--- src/rtl/rs_patch_pkg.sv ---
package rs_patch_pkg;
  localparam int SYM_BITS    = 9;
  localparam int MAX_REPORTS = 4;
  localparam int RPT_SEL_W   = $clog2(MAX_REPORTS);
  localparam int CNT_W       = RPT_SEL_W + 1;
  localparam int WIN_W       = 16;

  typedef enum logic [3:0] {
    ST_IDLE, ST_CALC, ST_RDLO, ST_RDHI, ST_MERGE, ST_WRLO, ST_WRHI, ST_DONE, ST_FAIL
  } patchState_t;

  typedef struct packed {
    logic                 latchIn;
    logic                 loadCur;
    logic                 capLo;
    logic                 doMerge;
    logic                 addrHi;
    logic [RPT_SEL_W-1:0] rptSel;
  } dpCtl_t;
endpackage

--- src/rtl/rs_patch_dp.sv ---
module rs_patch_dp
  import rs_patch_pkg::*;
#(
  parameter int CHUNK_BYTES = 512,
  parameter int IDX_W       = 10,
  parameter int ADDR_W      = $clog2(CHUNK_BYTES)
) (
  input  logic                           clk,
  input  logic                           rstN,
  input  dpCtl_t                         ctl,
  input  logic [MAX_REPORTS*IDX_W-1:0]   symIdx,
  input  logic [MAX_REPORTS*SYM_BITS-1:0] symMask,
  input  logic [7:0]                     memRdata,
  output logic [ADDR_W-1:0]              memAddr,
  output logic [7:0]                     memWdata,
  output logic                           skipNow,
  output logic                           hasHi
);
  localparam int POS_W  = IDX_W + 4;
  localparam int BYTE_W = POS_W - 3;

  logic [IDX_W-1:0]    idxHold  [MAX_REPORTS];
  logic [SYM_BITS-1:0] maskHold [MAX_REPORTS];

  for (genvar r = 0; r < MAX_REPORTS; r++) begin : gHold
    always_ff @(posedge clk or negedge rstN) begin
      if (!rstN) begin
        idxHold[r]  <= '0;
        maskHold[r] <= '0;
      end else if (ctl.latchIn) begin
        idxHold[r]  <= symIdx[r*IDX_W +: IDX_W];
        maskHold[r] <= symMask[r*SYM_BITS +: SYM_BITS];
      end
    end
  end

  // index to byte/bit position
  logic [IDX_W-1:0]  selIdx;
  logic [POS_W-1:0]  prod;
  logic [BYTE_W-1:0] rawByte, calcByte;
  logic [2:0]        calcBit;

  always_comb begin
    selIdx   = idxHold[ctl.rptSel];
    prod     = POS_W'(selIdx) * POS_W'(SYM_BITS);
    rawByte  = prod[POS_W-1:3];
    calcByte = (prod[2:0] == 3'd0) ? rawByte - BYTE_W'(1) : rawByte;
    calcBit  = (prod[2:0] == 3'd0) ? 3'd7 : prod[2:0] - 3'd1;
    skipNow  = (selIdx == '0) || (calcByte > BYTE_W'(CHUNK_BYTES));
  end

  logic [BYTE_W-1:0]   curByte;
  logic [2:0]          curBit;
  logic [SYM_BITS-1:0] curMask;
  logic                curHasHi;
  logic [7:0]          loReg;
  logic [WIN_W-1:0]    winReg;
  logic [WIN_W-1:0]    shifted;
  logic [7:0]          hiByte;

  assign shifted = WIN_W'(curMask) << curBit;
  assign hiByte  = curHasHi ? memRdata : 8'h00;

  always_ff @(posedge clk or negedge rstN) begin
    if (!rstN) begin
      curByte  <= '0;
      curBit   <= '0;
      curMask  <= '0;
      curHasHi <= 1'b0;
      loReg    <= '0;
      winReg   <= '0;
    end else begin
      if (ctl.loadCur) begin
        curByte  <= calcByte;
        curBit   <= calcBit;
        curMask  <= maskHold[ctl.rptSel];
        curHasHi <= calcByte < BYTE_W'(CHUNK_BYTES);
      end
      if (ctl.capLo)   loReg  <= memRdata;
      if (ctl.doMerge) winReg <= {hiByte, loReg} ^ shifted;
    end
  end

  assign hasHi    = curHasHi;
  assign memAddr  = ctl.addrHi ? ADDR_W'(curByte) : ADDR_W'(curByte - BYTE_W'(1));
  assign memWdata = ctl.addrHi ? winReg[15:8] : winReg[7:0];

  AST_END_LO_ONLY: assert property (@(posedge clk) disable iff (!rstN)
    ctl.addrHi |-> curHasHi);
endmodule

--- src/rtl/rs_patch_ctrl.sv ---
module rs_patch_ctrl
  import rs_patch_pkg::*;
(
  input  logic             clk,
  input  logic             rstN,
  input  logic             start,
  input  logic             errFlag,
  input  logic             uncorrectable,
  input  logic [CNT_W-1:0] errCount,
  input  logic             skipNow,
  input  logic             hasHi,
  output dpCtl_t           ctl,
  output logic             memRe,
  output logic             memWe,
  output logic             done,
  output logic             fail
);
  patchState_t state, nextState;
  logic [RPT_SEL_W-1:0] cnt;
  logic cntLoad, cntDec, countOk;

  assign countOk = (errCount != '0) && (errCount <= CNT_W'(MAX_REPORTS));

  always_comb begin
    nextState   = state;
    ctl         = '0;
    ctl.rptSel  = cnt;
    memRe       = 1'b0;
    memWe       = 1'b0;
    cntLoad     = 1'b0;
    cntDec      = 1'b0;
    unique case (state)
      ST_IDLE: if (start) begin
        ctl.latchIn = 1'b1;
        if (uncorrectable)           nextState = ST_FAIL;
        else if (!errFlag || !countOk) nextState = ST_DONE;
        else begin
          cntLoad   = 1'b1;
          nextState = ST_CALC;
        end
      end
      ST_CALC: begin
        ctl.loadCur = 1'b1;
        if (!skipNow)        nextState = ST_RDLO;
        else if (cnt == '0)  nextState = ST_DONE;
        else begin
          cntDec    = 1'b1;
          nextState = ST_CALC;
        end
      end
      ST_RDLO: begin
        memRe     = 1'b1;
        nextState = ST_RDHI;
      end
      ST_RDHI: begin
        memRe      = hasHi;
        ctl.addrHi = hasHi;
        ctl.capLo  = 1'b1;
        nextState  = ST_MERGE;
      end
      ST_MERGE: begin
        ctl.doMerge = 1'b1;
        nextState   = ST_WRLO;
      end
      ST_WRLO, ST_WRHI: begin
        memWe      = 1'b1;
        ctl.addrHi = (state == ST_WRHI);
        if (state == ST_WRLO && hasHi) nextState = ST_WRHI;
        else if (cnt == '0)            nextState = ST_DONE;
        else begin
          cntDec    = 1'b1;
          nextState = ST_CALC;
        end
      end
      ST_DONE, ST_FAIL: nextState = ST_IDLE;
      default:          nextState = ST_IDLE;
    endcase
  end

  always_ff @(posedge clk or negedge rstN) begin
    if (!rstN) begin
      state <= ST_IDLE;
      cnt   <= '0;
    end else begin
      state <= nextState;
      if (cntLoad)     cnt <= RPT_SEL_W'(errCount - CNT_W'(1));
      else if (cntDec) cnt <= cnt - RPT_SEL_W'(1);
    end
  end

  assign done = (state == ST_DONE);
  assign fail = (state == ST_FAIL);

  AST_RMW_ORDER: assert property (@(posedge clk) disable iff (!rstN)
    $rose(memWe) |-> $past(memRe, 3));
  AST_FAIL_QUIET: assert property (@(posedge clk) disable iff (!rstN)
    fail |-> (!$past(memWe) && !$past(memRe)));
  AST_DONE_PULSE: assert property (@(posedge clk) disable iff (!rstN)
    done |=> !done);
  AST_SKIP_QUIET: assert property (@(posedge clk) disable iff (!rstN)
    (state == ST_CALC && skipNow) |=> (!memRe && !memWe));
endmodule

--- src/rtl/rs_symbol_patcher.sv ---
module rs_symbol_patcher
  import rs_patch_pkg::*;
#(
  parameter int CHUNK_BYTES = 512,
  parameter int IDX_W       = 10,
  localparam int ADDR_W     = $clog2(CHUNK_BYTES)
) (
  input  logic                            clk,
  input  logic                            rstN,
  input  logic                            start,
  input  logic                            errFlag,
  input  logic                            uncorrectable,
  input  logic [CNT_W-1:0]                errCount,
  input  logic [MAX_REPORTS*IDX_W-1:0]    symIdx,
  input  logic [MAX_REPORTS*SYM_BITS-1:0] symMask,
  output logic [ADDR_W-1:0]               memAddr,
  output logic                            memRe,
  output logic                            memWe,
  output logic [7:0]                      memWdata,
  input  logic [7:0]                      memRdata,
  output logic                            done,
  output logic                            fail
);
  dpCtl_t ctl;
  logic   skipNow, hasHi;

  rs_patch_ctrl ctrl_i (
    .clk, .rstN, .start, .errFlag, .uncorrectable, .errCount,
    .skipNow, .hasHi, .ctl, .memRe, .memWe, .done, .fail
  );

  rs_patch_dp #(.CHUNK_BYTES(CHUNK_BYTES), .IDX_W(IDX_W), .ADDR_W(ADDR_W)) dp_i (
    .clk, .rstN, .ctl, .symIdx, .symMask, .memRdata,
    .memAddr, .memWdata, .skipNow, .hasHi
  );

  AST_IDLE_IN_RESET: assert property (@(posedge clk)
    !rstN |-> (!done && !fail && !memRe && !memWe));
endmodule

--- config.mk ---
export PLATFORM = sky130hd
export DESIGN_NAME = rs_symbol_patcher
export DESIGN_NICKNAME = d
export VERILOG_FILES = /design/src/rtl/rs_patch_pkg.sv /design/src/rtl/rs_patch_dp.sv /design/src/rtl/rs_patch_ctrl.sv /design/src/rtl/rs_symbol_patcher.sv
export SDC_FILE = /design/constraint.sdc
export NUM_CORES = 1
export LEC_CHECK = 0
export ABC_CLOCK_PERIOD_IN_PS = 7500
export BUFFER_PORTS_ARGS = -buffer_cell sky130_fd_sc_hd__buf_4
export CAP_MARGIN = 0
export CORE_ASPECT_RATIO = 0.6
export CORE_UTILIZATION = 62
export CTS_CLUSTER_DIAMETER = 120
export DETAILED_ROUTE_END_ITERATION = 12
export HOLD_SLACK_MARGIN = 0.15
export PLACE_DENSITY_LB_ADDON = 0.15
export REMOVE_ABC_BUFFERS = 1
export SLEW_MARGIN = 30
export SYNTH_ARGS = -nofsm -noshare
export SYNTH_HDL_FRONTEND = slang
export SYNTH_SLANG_ARGS = --single-unit
--- constraint.sdc ---
create_clock -name clk -period 7.5 [get_ports clk]
set_input_delay 1.5 -clock clk [delete_from_list [all_inputs] [get_ports clk]]
set_output_delay 1.5 -clock clk [all_outputs]
set_load 0.01 [all_outputs]
==> results.ini, run 1 <==
[clock_network]
ctsResizeCount=0
path_clk_slew_ps=60
cts_made_buffers=17
cts_tree=built
clock_path_buffers=2
cts_setup_buffers=0
clock-root-buffer=clkbuf_16
ctsHoldBuffers=0
h-tree-depth=4
clk_latency_ps=420
cts_sinks=128

[cells_and_area]
area_delta_synth_final_pct=22.5
fin_util=0.794
n_fill_cell=647
final-instance-count-excl-fill=871
num-nets-final=830
final_common_cell=dfrtp_1
final_cell_mix=dfrtp_1, buf_4, mux2_2
antenna_cells=0
final_layout_size_suffix_gt1_frac=0.381

[power]
ir_worst_vdd_v=0.000310
power.density_mw_per_mm2=567
leakagePower_nw=3.81

[global_routing]
grt_use_met3=0.0713
grt_max_degree=85
grt_pass1_vias=5088
grt.met2_usage=0.436
busiest_layer=met1
overflow=0
met1_usage=0.475
grt_first_pass_wirelength_microns=27200
grt_usage=0.305
antenna_found_initial=0

[min_path]
hold_path_class=reg2reg
hold_path_depth=2

[die]
initial_core_util=0.648
coreArea_sq_mm=0.0108
fp.dieH_microns=84.2
io_pins=113
die_area_sq_mm=0.0117
rows=29
die_x_microns=139

[yosys]
synth_cell_type_count=59
synthArstFlopShare=1.00
ys_seq_area_frac=0.459
synth_top_area_frac=0.459
ys_top_cells_by_area=dfrtp_1, mux2_2, mux4_2, nand2_1, ha_1
synth_warnings=0
synth_edf_count=0
ys_seq_elements=128
synth_largest_area_cell=dfrtp_1
syn_inst=618
syn_area_sq_mm=0.00699
synth_flop_cell=dfrtp_1
syn_avg_cell_area_sq_um=11.3

[timing]
worstMarginPinSlew_ps=873
finalSetupTns_ps=0
min_period_ps=4420
clock_skew_ps=4.59
finalMaxSlewViolations=0
whs_ps=481
min_period_over_period=0.589
setup_viol=0
max_freq_ghz=0.226
hold_violations=0
relSlewSlack=0.417
rsz0062_at_grt=false

[drt]
wl_microns=16600
routedWlPerCell_microns=19.1
drc=3
first_pass_iters=8
vias=5193
vias_per_cell=5.96
drtIter0Drc=457
ant_nets=0

[critical_path]
cp_slowest_cell=mux4_1
reg2reg_depth=12
crit_path_cell_trace=buf_4 -> mux4_1 -> ha_1 -> ha_1 -> nand4_1 -> o22ai_1 -> o2bb2ai_1 -> nor4b_2 -> mux2i_1 -> o21ai_2 -> or3_1 -> a31oi_1
path_max_fanout=23
max_stage_delay_ps=780
cp_common_cell=ha_1
end_kind=flop
critPathKind=reg2reg
cp.arrival_ps=4760
worstPathRequired_ps=7840
critPathLaunchType=flop

[job]
cap_violations=0

[place]
dpl.hpwl_microns=11800
dp_cells=839
portBuffers=112
place.gp.congestion=0.924

[outcome]
failed_checks=DRC
run_status=finished with violations

-- routing by layer --
layer,share of wire,routed length (microns),vias up
met1,0.50,8270,2547
met5,0,0,-
met2,0.43,7120,202
met4,0.0078,129,0
li1,-,-,2427
met3,0.066,1100,17
-- Yosys cell counts, types with 2 or more instances --
library cell / instances
mux4_1: 3
nor3_1: 15
buf_1: 6
nand2b_1: 5
nand2_1: 82
o21bai_1: 2
nand4b_1: 2
o22ai_1: 4
inv_1: 13
nor2_1: 24
nand3_1: 7
clkbuf_1: 26
mux2_2: 100
xor2_1: 10
dfrtp_1: 128
nand4_1: 3
nor4_1: 3
a211oi_1: 2
ha_1: 19
mux4_2: 16
mux2i_1: 12
nand3b_1: 4
or2_2: 3
o21ai_0: 41
a21o_1: 2
o211ai_1: 3
nor2b_1: 2
a21oi_1: 18
xnor2_1: 27
or3_1: 3
a31oi_1: 3
buf_2: 2
a22oi_1: 2
-- through the flow --
step                setup slack [ps]  area, sq um  total power, mW
floorplan                       2880         6840             3.22
global placement                3180         7910             3.79
detailed placement              3060         7940             3.92
CTS                             3050         8550             4.83
global route                    2850         8560             5.19
finish                          3080         8560             4.86
-- power by group --
part	switching (mW)	leakage, nW	internal (mW)	total [mW]
sequential	0.307	1.55	1.04	1.35
combinational	1.40	1.97	1.25	2.64
clock	0.331	0.298	0.537	0.868
-- sequential cells by signal (all words and copies together) (netlist names) --
| register | flops |
|---|---|
| ctrl_i.cnt | 2 |
| ctrl_i.state | 4 |
| dp_i.curBit | 3 |
| dp_i.curByte | 9 |
| dp_i.curMask | 9 |
| dp_i.hasHi | 1 |
| dp_i.idxHold | 40 |
| dp_i.loReg | 8 |
| dp_i.maskHold | 36 |
| dp_i.winReg | 16 |
-- cell type report --
| cell class | instances | area [sq um] | area share |
|---|---|---|---|
| well taps | 139 | 174 | 0.0203 |
| inverters | 13 | 48.8 | 0.00570 |
| clock buffers | 18 | 439 | 0.0513 |
| repair buffers | 117 | 895 | 0.105 |
| clock inverters | 14 | 176 | 0.0206 |
| flip-flops and latches | 128 | 3200 | 0.374 |
| multi-input cells | 442 | 3620 | 0.423 |
-- worst max-delay path: cells and delay by family (launching register included) --
family | cells | cell delay (ps)
flip-flops | 1 | 380
multiplexers | 2 | 1090
AO/OA/AOI/OAI | 4 | 850
adder cells (fa/ha/maj) | 2 | 800
buffers and inverters | 1 | 390
AND/OR/NAND/NOR | 3 | 820
-- kinds of logic (layout without fill, tap and decap cells) --
family | Yosys count | after routing | synth area share
AOI/OAI and AO/OA | 95 | 95 | 0.0858
xor gates and xnor gates | 37 | 37 | 0.0464
adders and majority gates | 19 | 19 | 0.0340
buffers and inverters | 48 | 162 | 0.0272
DFF | 128 | 128 | 0.459
muxes | 131 | 131 | 0.241
and+or+nand+nor | 160 | 160 | 0.107
-- final timing paths --
kind / from / slack [ps] / to
max reg2reg: ctrl_i.cnt[0] / 3080 / ctrl_i.state[2]
max in group asynchronous: rstN / 5260 / ctrl_i.cnt[1]
max: ctrl_i.cnt[0] / 3080 / ctrl_i.state[2]
min: dp_i.winReg[7] / 480 / dp_i.winReg[7]
min reg2reg: dp_i.winReg[7] / 480 / dp_i.winReg[7]
min in group asynchronous: rstN / 1080 / dp_i.idxHold[5]
(Power assumes the default switching activity.)
==> run 2, diff against run 1 <==
--- a/config.mk
+++ b/config.mk
@@ -5,11 +5,12 @@
 export SDC_FILE = /design/constraint.sdc
 export NUM_CORES = 1
 export LEC_CHECK = 0
-export ABC_CLOCK_PERIOD_IN_PS = 7500
+export ABC_AREA = 1
+export ABC_CLOCK_PERIOD_IN_PS = 3650
 export BUFFER_PORTS_ARGS = -buffer_cell sky130_fd_sc_hd__buf_4
 export CAP_MARGIN = 0
 export CORE_ASPECT_RATIO = 0.6
-export CORE_UTILIZATION = 62
+export CORE_UTILIZATION = 52
 export CTS_CLUSTER_DIAMETER = 120
 export DETAILED_ROUTE_END_ITERATION = 12
 export HOLD_SLACK_MARGIN = 0.15
==> constraint.sdc (replaced) <==
create_clock -name clk -period 3.65 [get_ports clk]
set_input_delay 0.73 -clock clk [delete_from_list [all_inputs] [get_ports clk]]
set_output_delay 0.73 -clock clk [all_outputs]
set_load 0.01 [all_outputs]
==> run 2 against run 1 <==
  * The run now ends clean
  * Cell count grew 47%
  * Wire length grew 9.6%
  * Final area grew 4.0%
  * Critical path type unchanged
  * Critical endpoint is now ctrl_i.cnt[1]
  * Largest cell class unchanged
==> results.ini, run 2 <==
[outcome]
run_status=complete, no violations

[yosys]
synth_edf_count=0
synth_warnings=0
synthArstFlopShare=1.00
synth_most_common_cell=nand2_1
ys_seq_elements=128
synth_largest_area_cell=dfrtp_1
ys_top_cells_by_area=dfrtp_1, nand2_1, o21ai_0, inv_1, ha_1
synth_top_area_frac=0.441
synthTopCellsByCount=nand2_1, dfrtp_1, o21ai_0
ys_seq_area_frac=0.441
syn_area_sq_mm=0.00726
synth_flop_cell=dfrtp_1
synth_cell_type_count=37
syn_inst=993
syn_avg_cell_area_sq_um=7.31

[global_routing]
overflow=0
grt_first_pass_wirelength_microns=30100
antenna_found_initial=0
grt_usage=0.270
grt_pass1_vias=5948
grt_max_degree=55

[critical_path]
cp_common_cell=nand2_1
cp_slowest_cell=dfrtp_2
critPathLaunchType=flop
critPathKind=reg2reg
cp.arrival_ps=3690
crit_path_cell_trace=buf_4 -> nor2_1 -> inv_1 -> a32o_1 -> inv_1 -> ha_1 -> ha_2 -> nand2_2 -> nand2_2 -> nand3_2 -> nand3_1 -> nand2_1 -> nand2_1 -> nand4_1 -> nand3_1 -> nand2_1 -> nor2_2 -> nand2_4 -> nand3_4 -> nand2_2 -> nand2_1 -> nand2_1
max_stage_delay_ps=460
worstPathRequired_ps=3960
end_kind=flop
path_max_fanout=15

[cells_and_area]
final_cell_mix=nand2_1, dfrtp_1, buf_4
regArea_sq_mm=0.00320
multiInputGateArea_sq_mm=0.00354
area_delta_synth_final_pct=22.6
largest_register_ffs=40
num-nets-final=1207
n_fill_cell=1228
final_common_cell=nand2_1
largest_register=dp_i.idxHold
antenna_cells=0
final_layout_size_suffix_gt1_frac=0.185
reg_top3=dp_i.idxHold: 40 flops, dp_i.maskHold: 36 flops, dp_i.winReg: 16 flops

[clock_network]
cts_tree=built
cts_sinks=128
h-tree-depth=4
cts_made_buffers=17
clock_path_buffers=2
path_clk_slew_ps=60
clk_latency_ps=420
clock-root-buffer=clkbuf_16

[timing]
min_period_ps=3380
hold_violations=0
clock_skew_ps=9.10
max_freq_ghz=0.296
worstMarginPinSlew_ps=788
setup_viol=0
whs_ps=360
relSlewSlack=0.474
finalMaxSlewViolations=0
min_period_over_period=0.925
rsz0062_at_grt=false

[die]
coreArea_sq_mm=0.0136
fp.dieH_microns=93.5
die_x_microns=155
initial_core_util=0.533
die_area_sq_mm=0.0145
io_pins=113
rows=33

[drt]
drc=0
vias_per_cell=5.17
ant_nets=0
first_pass_iters=6
routedWlPerCell_microns=14.2
vias=6638
wl_microns=18200
drtIter0Drc=489

[place]
portBuffers=112
dpl.hpwl_microns=13000
place.gp.congestion=0.900

[min_path]
hold_path_class=in2async

[job]
cap_violations=0

## run 2: cell count changes in the layout (fill, tap and decap cells not counted), sizes merged, moves of 19 or more
cell	previous run	this run
o21ai	43	89
nand3	7	43
inv	18	95
nand2	82	409
nor2	24	65
mux4	19	0
mux2	100	0
## run 2: cell families after synthesis
family	count (synthesis)	synth area share
simple gates	532	0.304
compound gates	145	0.109
buf+inv	138	0.0745
flops	128	0.441
xor+xnor	26	0.0314
fa+ha+maj	19	0.0328
mux	5	0.00690
## run 2: final cells by class
cell class / count / share of cell area
clock inverters: 15 / 0.0204
flip-flops and latches: 128 / 0.360
clock buffers: 17 / 0.0478
inverters: 95 / 0.0408
well taps: 175 / 0.0246
multi-input cells: 727 / 0.398
repair buffers: 127 / 0.109
## run 2: metrics by stage
| stage | instance area (sq um) | instances | setup slack [ps] | util | TNS [ps] |
|---|---|---|---|---|---|
| after detailed placement | 8250 | 1250 | 239 | 0.606 | 0 |
| final | 8900 | 1284 | 273 | 0.653 | 0 |
| after floorplan | 7070 | 950 | -2560 | - | -141930 |
| after global placement | 8250 | 1250 | 345 | 0.606 | 0 |
| after global routing | 8900 | 1284 | 16.4 | 0.653 | 0 |
| after CTS | 8860 | 1282 | 222 | 0.650 | 0 |
## run 2: timing repair
| item | CTS | global route |
|---|---|---|
| gates resized for setup | 0 | 9 |
| setup buffers | 0 | 2 |
| endpoints found under the setup margin | 0 | 5 |
| hold buffers | 0 | 0 |
## run 2: metal layers
metal	global-route usage	wire [microns]
met5	0	0
met4	0.0479	129
met3	0.0607	1430
met2	0.371	7120
met1	0.427	9550
## run 2: worst max-delay path, delay by kind of cell, from the launching register on
| kind | cells | cell delay [ps] |
|---|---|---|
| buf+inv | 3 | 330 |
| flops | 1 | 460 |
| fa+ha+maj | 2 | 620 |
| compound gates | 1 | 240 |
| simple gates | 16 | 1610 |
## run 2: worst paths after layout
path                                        start                 to  slack (ps)  depth (start not counted)
worst max-delay path                ctrl_i.cnt[0]      ctrl_i.cnt[1]         270                         22
worst min-delay path                         rstN    dp_i.curByte[1]         360                          1
worst max register to register      ctrl_i.cnt[0]      ctrl_i.cnt[1]         270                         22
worst min register to register  dp_i.maskHold[14]  dp_i.maskHold[14]         470                          2
max in group asynchronous                    rstN  dp_i.maskHold[34]        2500                          2
min in group clk                dp_i.maskHold[14]  dp_i.maskHold[14]         470                          2
Power of run 2 is not shown: default switching activity piles up to over one toggle a cycle in this logic, so the estimate is an artifact.
